<file path="config.mk">
export PLATFORM = sky130hd
export DESIGN_NAME = can_wake_detect
export DESIGN_NICKNAME = d
export VERILOG_FILES = /design/src/rtl/wkp_pkg.sv /design/src/rtl/wkp_sync.sv /design/src/rtl/wkp_glitch_filter.sv /design/src/rtl/wkp_seq.sv /design/src/rtl/can_wake_detect.sv
export SDC_FILE = /design/constraint.sdc
export NUM_CORES = 1
export LEC_CHECK = 0
export ABC_AREA = 1
export BUFFER_PORTS_ARGS = -buffer_cell sky130_fd_sc_hd__buf_2
export CAP_MARGIN = 20
export CELL_PAD_IN_SITES_DETAIL_PLACEMENT = 2
export CELL_PAD_IN_SITES_GLOBAL_PLACEMENT = 2
export CORE_MARGIN = 2
export CORE_UTILIZATION = 37
export CTS_CLUSTER_DIAMETER = 100
export CTS_CLUSTER_SIZE = 12
export DETAILED_ROUTE_END_ITERATION = 12
export GPL_TIMING_DRIVEN = 0
export PLACE_DENSITY = 0.81
export SYNTH_ARGS = -nofsm -noshare
export SYNTH_HDL_FRONTEND = slang
export SYNTH_SLANG_ARGS = --single-unit
</file>
<file path="constraint.sdc">
create_clock -name clk -period 1.65 [get_ports clk]
set_input_delay 0.2475 -clock clk [delete_from_list [all_inputs] [get_ports clk]]
set_output_delay 0.2475 -clock clk [all_outputs]
set_load 0.01 [all_outputs]
</file>
<file path="src/rtl/wkp_pkg.sv">
package wkp_pkg;
    typedef enum logic [2:0] {
        WK_NORMAL   = 3'd0,
        WK_HUNT     = 3'd1,
        WK_SEEK_REC = 3'd2,
        WK_SEEK_DOM = 3'd3,
        WK_WOKEN    = 3'd4
    } wk_state_t;
endpackage

</file>
<file path="src/rtl/wkp_sync.sv">
module wkp_sync #(
    parameter int STAGES = 2
) (
    input  logic clk,
    input  logic rst_n,
    input  logic d,
    output logic q
);
    logic [STAGES-1:0] chain;

    always_ff @(posedge clk or negedge rst_n) begin
        if (!rst_n) chain <= '0;
        else        chain <= {chain[STAGES-2:0], d};
    end

    assign q = chain[STAGES-1];
endmodule

</file>
<file path="src/rtl/wkp_glitch_filter.sv">
module wkp_glitch_filter #(
    parameter int FILT_CYC = 8
) (
    input  logic clk,
    input  logic rst_n,
    input  logic raw_i,
    output logic filt_o
);
    generate
        if (FILT_CYC <= 1) begin : g_pass
            always_ff @(posedge clk or negedge rst_n) begin
                if (!rst_n) filt_o <= 1'b0;
                else        filt_o <= raw_i;
            end
        end else begin : g_count
            localparam int CW = $clog2(FILT_CYC + 1);
            logic [CW-1:0] diff_cnt;

            always_ff @(posedge clk or negedge rst_n) begin
                if (!rst_n) begin
                    filt_o   <= 1'b0;
                    diff_cnt <= '0;
                end else if (raw_i == filt_o) begin
                    diff_cnt <= '0;
                end else if (diff_cnt == CW'(FILT_CYC - 1)) begin
                    filt_o   <= raw_i;
                    diff_cnt <= '0;
                end else begin
                    diff_cnt <= diff_cnt + 1'b1;
                end
            end
        end
    endgenerate
endmodule

</file>
<file path="src/rtl/wkp_seq.sv">
module wkp_seq
    import wkp_pkg::*;
#(
    parameter int DOM_CYC = 50,
    parameter int REC_CYC = 50,
    parameter int WIN_CYC = 50000
) (
    input  logic      clk,
    input  logic      rst_n,
    input  logic      fdom_i,
    input  logic      standby_i,
    input  logic      uv_i,
    output logic      rxd_o,
    output logic      wake_o,
    output wk_state_t state_o
);
    localparam int MAXPH = (DOM_CYC > REC_CYC) ? DOM_CYC : REC_CYC;
    localparam int RW    = $clog2(MAXPH + 1);
    localparam int WW    = $clog2(WIN_CYC + 1);

    wk_state_t     state, nxt;
    logic [RW-1:0] run_q, run_d;
    logic [WW-1:0] win_q, win_d;

    always_comb begin
        nxt   = state;
        run_d = run_q;
        win_d = win_q;
        unique case (state)
            WK_NORMAL: begin
                run_d = '0;
                win_d = '0;
                if (standby_i) nxt = WK_HUNT;
            end
            WK_HUNT: begin
                win_d = '0;
                if (!fdom_i) begin
                    run_d = '0;
                end else if (run_q == RW'(DOM_CYC - 1)) begin
                    nxt   = WK_SEEK_REC;
                    run_d = '0;
                    win_d = WW'(DOM_CYC);
                end else begin
                    run_d = run_q + 1'b1;
                end
            end
            WK_SEEK_REC: begin
                win_d = win_q + 1'b1;
                if (fdom_i) begin
                    run_d = '0;
                end else if (run_q == RW'(REC_CYC - 1)) begin
                    nxt   = WK_SEEK_DOM;
                    run_d = '0;
                end else begin
                    run_d = run_q + 1'b1;
                end
                if (win_q == WW'(WIN_CYC - 1)) begin
                    nxt   = WK_HUNT;
                    run_d = '0;
                    win_d = '0;
                end
            end
            WK_SEEK_DOM: begin
                win_d = win_q + 1'b1;
                if (!fdom_i) begin
                    run_d = '0;
                end else if (run_q == RW'(DOM_CYC - 1)) begin
                    nxt   = WK_WOKEN;
                    run_d = '0;
                end else begin
                    run_d = run_q + 1'b1;
                end
                if (nxt != WK_WOKEN && win_q == WW'(WIN_CYC - 1)) begin
                    nxt   = WK_HUNT;
                    run_d = '0;
                    win_d = '0;
                end
            end
            WK_WOKEN: begin
                run_d = '0;
                win_d = '0;
            end
            default: begin
                nxt   = WK_NORMAL;
                run_d = '0;
                win_d = '0;
            end
        endcase

        if (!standby_i) begin
            nxt   = WK_NORMAL;
            run_d = '0;
            win_d = '0;
        end else if (uv_i && state != WK_WOKEN && state != WK_NORMAL) begin
            nxt   = WK_HUNT;
            run_d = '0;
            win_d = '0;
        end
    end

    always_ff @(posedge clk or negedge rst_n) begin
        if (!rst_n) begin
            state <= WK_NORMAL;
            run_q <= '0;
            win_q <= '0;
        end else begin
            state <= nxt;
            run_q <= run_d;
            win_q <= win_d;
        end
    end

    always_ff @(posedge clk or negedge rst_n) begin
        if (!rst_n) begin
            rxd_o  <= 1'b1;
            wake_o <= 1'b0;
        end else begin
            wake_o <= (state != WK_WOKEN) && (nxt == WK_WOKEN);
            rxd_o  <= (nxt == WK_WOKEN) ? ~fdom_i : 1'b1;
        end
    end

    assign state_o = state;
endmodule

</file>
<file path="src/rtl/can_wake_detect.sv">
module can_wake_detect
    import wkp_pkg::*;
#(
    parameter int SYNC_STAGES = 2,
    parameter int FILT_CYC    = 8,
    parameter int DOM_CYC     = 50,
    parameter int REC_CYC     = 50,
    parameter int WIN_CYC     = 50000
) (
    input  logic clk,
    input  logic rst_n,
    input  logic bus_dom_i,
    input  logic standby_i,
    input  logic uv_i,
    output logic rxd_o,
    output logic wake_o
);
    logic      sync_dom;
    logic      filt_dom;
    wk_state_t seq_state;

    wkp_sync #(.STAGES(SYNC_STAGES)) u_sync (
        .clk   (clk),
        .rst_n (rst_n),
        .d     (bus_dom_i),
        .q     (sync_dom)
    );

    wkp_glitch_filter #(.FILT_CYC(FILT_CYC)) u_filt (
        .clk    (clk),
        .rst_n  (rst_n),
        .raw_i  (sync_dom),
        .filt_o (filt_dom)
    );

    wkp_seq #(
        .DOM_CYC (DOM_CYC),
        .REC_CYC (REC_CYC),
        .WIN_CYC (WIN_CYC)
    ) u_seq (
        .clk       (clk),
        .rst_n     (rst_n),
        .fdom_i    (filt_dom),
        .standby_i (standby_i),
        .uv_i      (uv_i),
        .rxd_o     (rxd_o),
        .wake_o    (wake_o),
        .state_o   (seq_state)
    );
endmodule

</file>
# Word level (Yosys, flattened, before mapping)

Index checks and enable logic that the tools add are counted.

Register bits after elaboration: 34
Word-level logic and storage cells: 61

Add/sub/neg operators: 3
Eq/ne operators: 11
Multiplexer cells: 30
Bitwise logic cells: 2
Reduce and logical (&&, ||, !) cells: 7

Operator list:

| cell                  | number |
|---|---|
| $mux 16               | 5 |
| $mux 6                | 8 |
| $pmux 16 s3           | 1 |
| $mux 3                | 11 |
| $pmux 6 s3            | 1 |
| $add 16x1->16 const B | 1 |
| $eq 16x16->1 const B  | 1 |
| $pmux 3 s5            | 1 |
| $mux 4                | 2 |
| $add 6x1->6 const B   | 1 |
| $eq 3x2->1 const B    | 2 |
| $eq 3x3->1 const B    | 2 |
| $eq 6x6->1 const B    | 1 |
| $ne 3x3->1 const B    | 2 |
| $add 4x1->4 const B   | 1 |
| $eq 4x3->1 const B    | 1 |
| $logic_and 1x1->1     | 4 |
| $eq 3x1->1 const B    | 1 |
| $logic_not 3->1       | 1 |
| $reduce_bool 3->1     | 1 |
| $not 1->1             | 2 |
| $reduce_and 2->1      | 1 |
| $eq 1x1->1            | 1 |
| $mux 1                | 1 |

# Longest topological paths before layout

Depth after elaboration: 12
Depth in mapped cells: 11
Gate-level depth less buffers: 11

# By module

Synthesis repeated with hierarchy kept, for this count alone.

Cell total of the unflattened synthesis: 237
Area total of the unflattened synthesis: 1,851.8 um^2

Modules (own cells, without submodules):

| module            | instances | cells each | area each (um^2) | seq. area each (um^2) |
|---|---|---|---|---|
| wkp_seq           | 1         | 208        | 1,571.5          | 676.9 |
| wkp_glitch_filter | 1         | 27         | 230.2            | 125.1 |
| wkp_sync          | 1         | 2          | 50.0             | 50.0 |

# Worst setup path after synthesis

OpenSTA, ideal clock, no wires.

Kind: reg2reg
Start point: register u_seq.win_q[0]
End point: register u_seq.win_q[12]
Arrival time: 1.305 ns
Data required time: 1.529 ns
Slack: 0.225 ns
Stages on the path, launching flop included: 10
Period minus slack after synthesis: 1.425 ns
Path through: dfrtp_1 > ha_1 > nand3_2 > nor2_1 > nand2_1 > nand2_2 > nand3_4 > nand2_4 > buf_12 > nor2_2

Word-level cells in the longest chain between the ends: 6
Elaborated cells on any way between the ends: 8
Classes of those cells: 1 x add/sub; 1 x eq/ne; 5 x mux; 1 x reduce/logical

RTL lines:

| what                                                  | line           | source |
|---|---|---|
| from (decl)                                           | wkp_seq.sv:23  | `logic [WW-1:0] win_q, win_d;` |
| from (signal assigned)                                | wkp_seq.sv:109 | `win_q <= win_d;` |
| branches (longest 3 deep; another with $add 16x1->16) | -              |  |
| $pmux 16 s3 *                                         | wkp_seq.sv:29  | `unique case (state)` |
| $mux 16 *                                             | wkp_seq.sv:94  | `end else if (uv_i && state != WK_WOKEN && state != WK_NORMAL) begin` |
| $mux 16 *                                             | wkp_seq.sv:90  | `if (!standby_i) begin` |
| named net u_seq.win_d[12]                             | wkp_seq.sv:23  |  |

Mark *: on every way through the listed nets, which the timed path passes.
A chain may end at the register's enable or synchronous reset.

# Worst setup path after layout

Start point: register u_seq.run_q[1]
End point: register u_seq.win_q[8]

Word-level cells in the longest chain between the ends: 10

RTL lines:

| what                     | line           | source |
|---|---|---|
| from (decl)              | wkp_seq.sv:22  | `logic [RW-1:0] run_q, run_d;` |
| from (signal assigned)   | wkp_seq.sv:108 | `run_q <= run_d;` |
| $eq 6x6->1               | wkp_seq.sv:67  | `end else if (run_q == RW'(DOM_CYC - 1)) begin` |
| $mux 3                   | wkp_seq.sv:67  |  |
| $mux 3                   | wkp_seq.sv:65  | `if (!fdom_i) begin` |
| $mux 3                   | wkp_seq.sv:29  |  |
| $ne 3x3->1               | wkp_seq.sv:73  | `if (nxt != WK_WOKEN && win_q == WW'(WIN_CYC - 1)) begin` |
| $logic_and 1x1->1        | wkp_seq.sv:73  |  |
| $mux 16                  | wkp_seq.sv:73  |  |
| $pmux 16 s3              | wkp_seq.sv:29  |  |
| $mux 16                  | wkp_seq.sv:94  |  |
| $mux 16                  | wkp_seq.sv:90  |  |
| named net u_seq.win_d[8] | wkp_seq.sv:23  |  |

The timed path passes the listed nets, and every way through them passes these cells. The select of a mux whose other input is x is not followed.

==> impl_metrics.toml <==
[status]
status = "complete, no violations"

[route]
drcViolationCount = 0
antenna_left = 0
vias = 1531
routedWlPerCell_um = 15.2
drt_iter0_drc = 48
wirelength_mm = 4.82
drt-pass1-iter-count = 4
vias_per_cell = 4.84

[pwr]
power_frac_comb_pct = 8.9
ir_drop_mv = 0.534
power.switching_uw = 462
total_power_uw = 1730
p_leak_uw = 0.00101
p_sw_share_pct = 26.7
p_per_area_nw_per_um2 = 785
power.internal_uw = 1270
pwr-share-seq_pct = 53.5
clockPowerShare_pct = 37.6

[clock_tree]
cts_buffers = 5
cts_root_buffer = "clkbuf_8"
clk_transition_reported_paths_ns = 0.07
clockBufferDepth = 2
cts_tree = "done"
clk_latency_ns = 0.29
htreeDepth = 2
cts_sinks = 34

[critical_path]
rrSetupSlack_ns = 0.06
critPathKind = "register to register"
max_stage_delay_ns = 0.39
path_delay_family = "simple AND/OR/NAND/NOR gates"
cpMostUsedCell = "nand2_4"
critPathBufInv = 3
startpoint_type = "register"
endpoint_kind = "register"
path_max_fanout = 10
cp_slowest_cell = "dfrtp_1"
cp_cell_sequence = "inv_1, ha_1, nand3_1, nor2_4, nand2_1, inv_2, nand2_4, nand3_4, nand2_4, buf_12, nor2_2"
cp.arrival_ns = 1.81
crit_required_ns = 1.87

[synthesis]
synth_warnings = 0
synth_edf_count = 0
ys_ff_latch = 34
synth_nets = 238
synth.area.top_cells = "dfrtp_1 44%, nand2_1 9.1%, nor2_1 8.5%"
synth_area_leader_cell = "dfrtp_1"
yosys.cell_count.top_type = "nand2_1"
synth_cell_types = 24
synth_top_cell_area_share_pct = 44.4
syn-instance-count = 229
syn_area_um2 = 1860
synth-main-ff-cell = "dfrtp_1"
yosysSeqAreaShare_pct = 45.9
avgSynthCellArea_um2 = 8.11
synthArstFlopShare_pct = 100
ys_top_cells_by_count = "45 x nand2_1, 42 x nor2_1, 33 x dfrtp_1, 25 x inv_1, 15 x nand3_1"

[floorplan]
die_width_um = 74.9
ioPinCount = 7
coreArea_um2 = 4790
dieArea_um2 = 5600
initial_utilization_pct = 38.8
fp-row-count = 25
fp.dieH_um = 74.9

[cells_and_area]
postLayoutCellArea_um2 = 2200
multi_input_area_um2 = 967
syn_to_final_growth_pct = 18.5
fin_nets = 257
fill_cells = 561
seqCellArea_um2 = 855
num_antenna_cells = 0
drive_above_1_share_pct = 22.9

[grt]
antenna_found_initial = 0
grtUsageTotal_pct = 19.3
overflow = 0
first_global_vias = 1617
grt_pass1_wl_mm = 7.95
grt_max_degree = 35

[timing]
whs_ns = 0.0309
clock.fmax_mhz = 629
hold_viol = 0
final_max_slew_viol_count = 0
setup-tns-final_ns = 0
fin_crit_ns = 1.59
setup_slack_ns = 0.0612
skew_ns = 0.00640
tightest_slew_ns = 0.781
setup_violations = 0
post-route-period-util_pct = 96.3
slew_headroom_pct = 47.9

[worst_hold_path]
hold_path.class = "input pin to asynchronous set/reset pin"

[placement]
io_buffer_count = 6
dp_hpwl_mm = 3.43
gp_congestion = 0.800
pre_cts_slack_ns = -0.0917
dpl_cell_area_um2 = 1970

[flow_run]
max-cap-violations = 0
## through the flow
| stage | std cells | util, % |
|---|---|---|
| after floorplan | 229 | - |
| after global placement | 302 | 41.2 |
| after detailed placement | 302 | 41.2 |
| after CTS | 312 | 43.9 |
| after global routing | 316 | 46.0 |
| final | 316 | 46.0 |
## cell families (layout without fill, tap and decap cells)
| kind of cell | after synthesis | after routing | synth area share, % |
|---|---|---|---|
| AO/OA/AOI/OAI | 9 | 9 | 2.69 |
| AND/OR/NAND/NOR | 137 | 137 | 34.7 |
| flip-flops | 34 | 34 | 45.9 |
| adder cells (fa/ha/maj) | 4 | 4 | 2.69 |
| buffers and inverters | 30 | 50 | 7.00 |
| XOR/XNOR | 15 | 15 | 7.07 |
## registers in the layout, indices dropped and copies added (netlist names)
name,cells
u_sync.chain,2
u_seq.win_q,16
u_seq.run_q,6
u_seq.wake_o,1
u_filt.filt_o,1
u_seq.rxd_o,1
u_seq.state_o,3
u_filt.g_count.diff_cnt,4
## final timing paths
kind	start	to	depth (start not counted)
min	rst_n	u_filt.filt_o$_DFFE_PN0P_	1
max in group asynchronous	rst_n	u_seq.win_q[8]$_DFF_PN0_	1
min reg2reg	u_sync.chain[0]$_DFF_PN0_	u_sync.chain[1]$_DFF_PN0_	0
min in group clk	bus_dom_i	u_sync.chain[0]$_DFF_PN0_	1
max	u_seq.run_q[1]$_DFF_PN0_	u_seq.win_q[8]$_DFF_PN0_	11
max reg2reg	u_seq.run_q[1]$_DFF_PN0_	u_seq.win_q[8]$_DFF_PN0_	11
## final cells by class
type	instances	area share [%]
clock inverter	1	0.227
tap	67	3.81
multi-input combinational	165	43.9
clock buffer	7	3.92
buffer	2	1.14
inverter	28	4.77
sequential	34	38.8
timing repair buffer	12	3.41
## placed cells by master, fill, tap and decap left out, types with 2 or more instances in the layout
cell,instances
dfrtp_2,2
o21ai_0,5
nand3_4,2
xnor2_1,6
buf_2,7
nand4_1,6
buf_4,6
nor2_2,13
o211ai_1,2
clkbuf_8,6
inv_2,3
nand3_2,2
nor2_1,37
dfrtp_1,31
xor2_1,9
nand2_4,5
nand3b_1,2
nor3_1,5
ha_1,3
inv_1,25
nand2_1,44
nor2_4,5
a21oi_1,2
nand3_1,14
## worst register-to-register path: stages, from the launching register on
cell	delay, ns
dfrtp_1	0.39
inv_1	0.07
ha_1	0.15
nand3_1	0.11
nor2_4	0.12
nand2_1	0.09
inv_2	0.11
nand2_4	0.08
nand3_4	0.10
nand2_4	0.07
buf_12	0.15
nor2_2	0.08
## power by group through the flow
| stage | clock network [uW] | registers (uW) | logic, uW |
|---|---|---|---|
| detailed placement | 0 | 940 | 156 |
| floorplan | 0 | 922 | 102 |
| CTS | 674 | 925 | 156 |
| global placement | 0 | 934 | 144 |
| global route | 697 | 931 | 185 |
| finish | 650 | 924 | 154 |
## layer usage
| metal | vias to the layer above | part of all wire (%) | global-route usage [%] |
|---|---|---|---|
| li1 | 752 | - | - |
| met1 | 756 | 49 | 26.8 |
| met2 | 17 | 47 | 29.7 |
| met3 | 6 | 2.4 | 4.02 |
| met4 | 0 | 1.6 | 7.14 |
| met5 | - | 0 | 0 |
## what timing repair did
item                                    4_1_cts  5_1_grt
hold buffers                                  0        0
endpoints found under the setup margin       19       22
resized for setup                             6       16
buffers inserted                              2        4
pin swaps                                     2        6
Note: power is estimated with default switching activity, not from simulation.
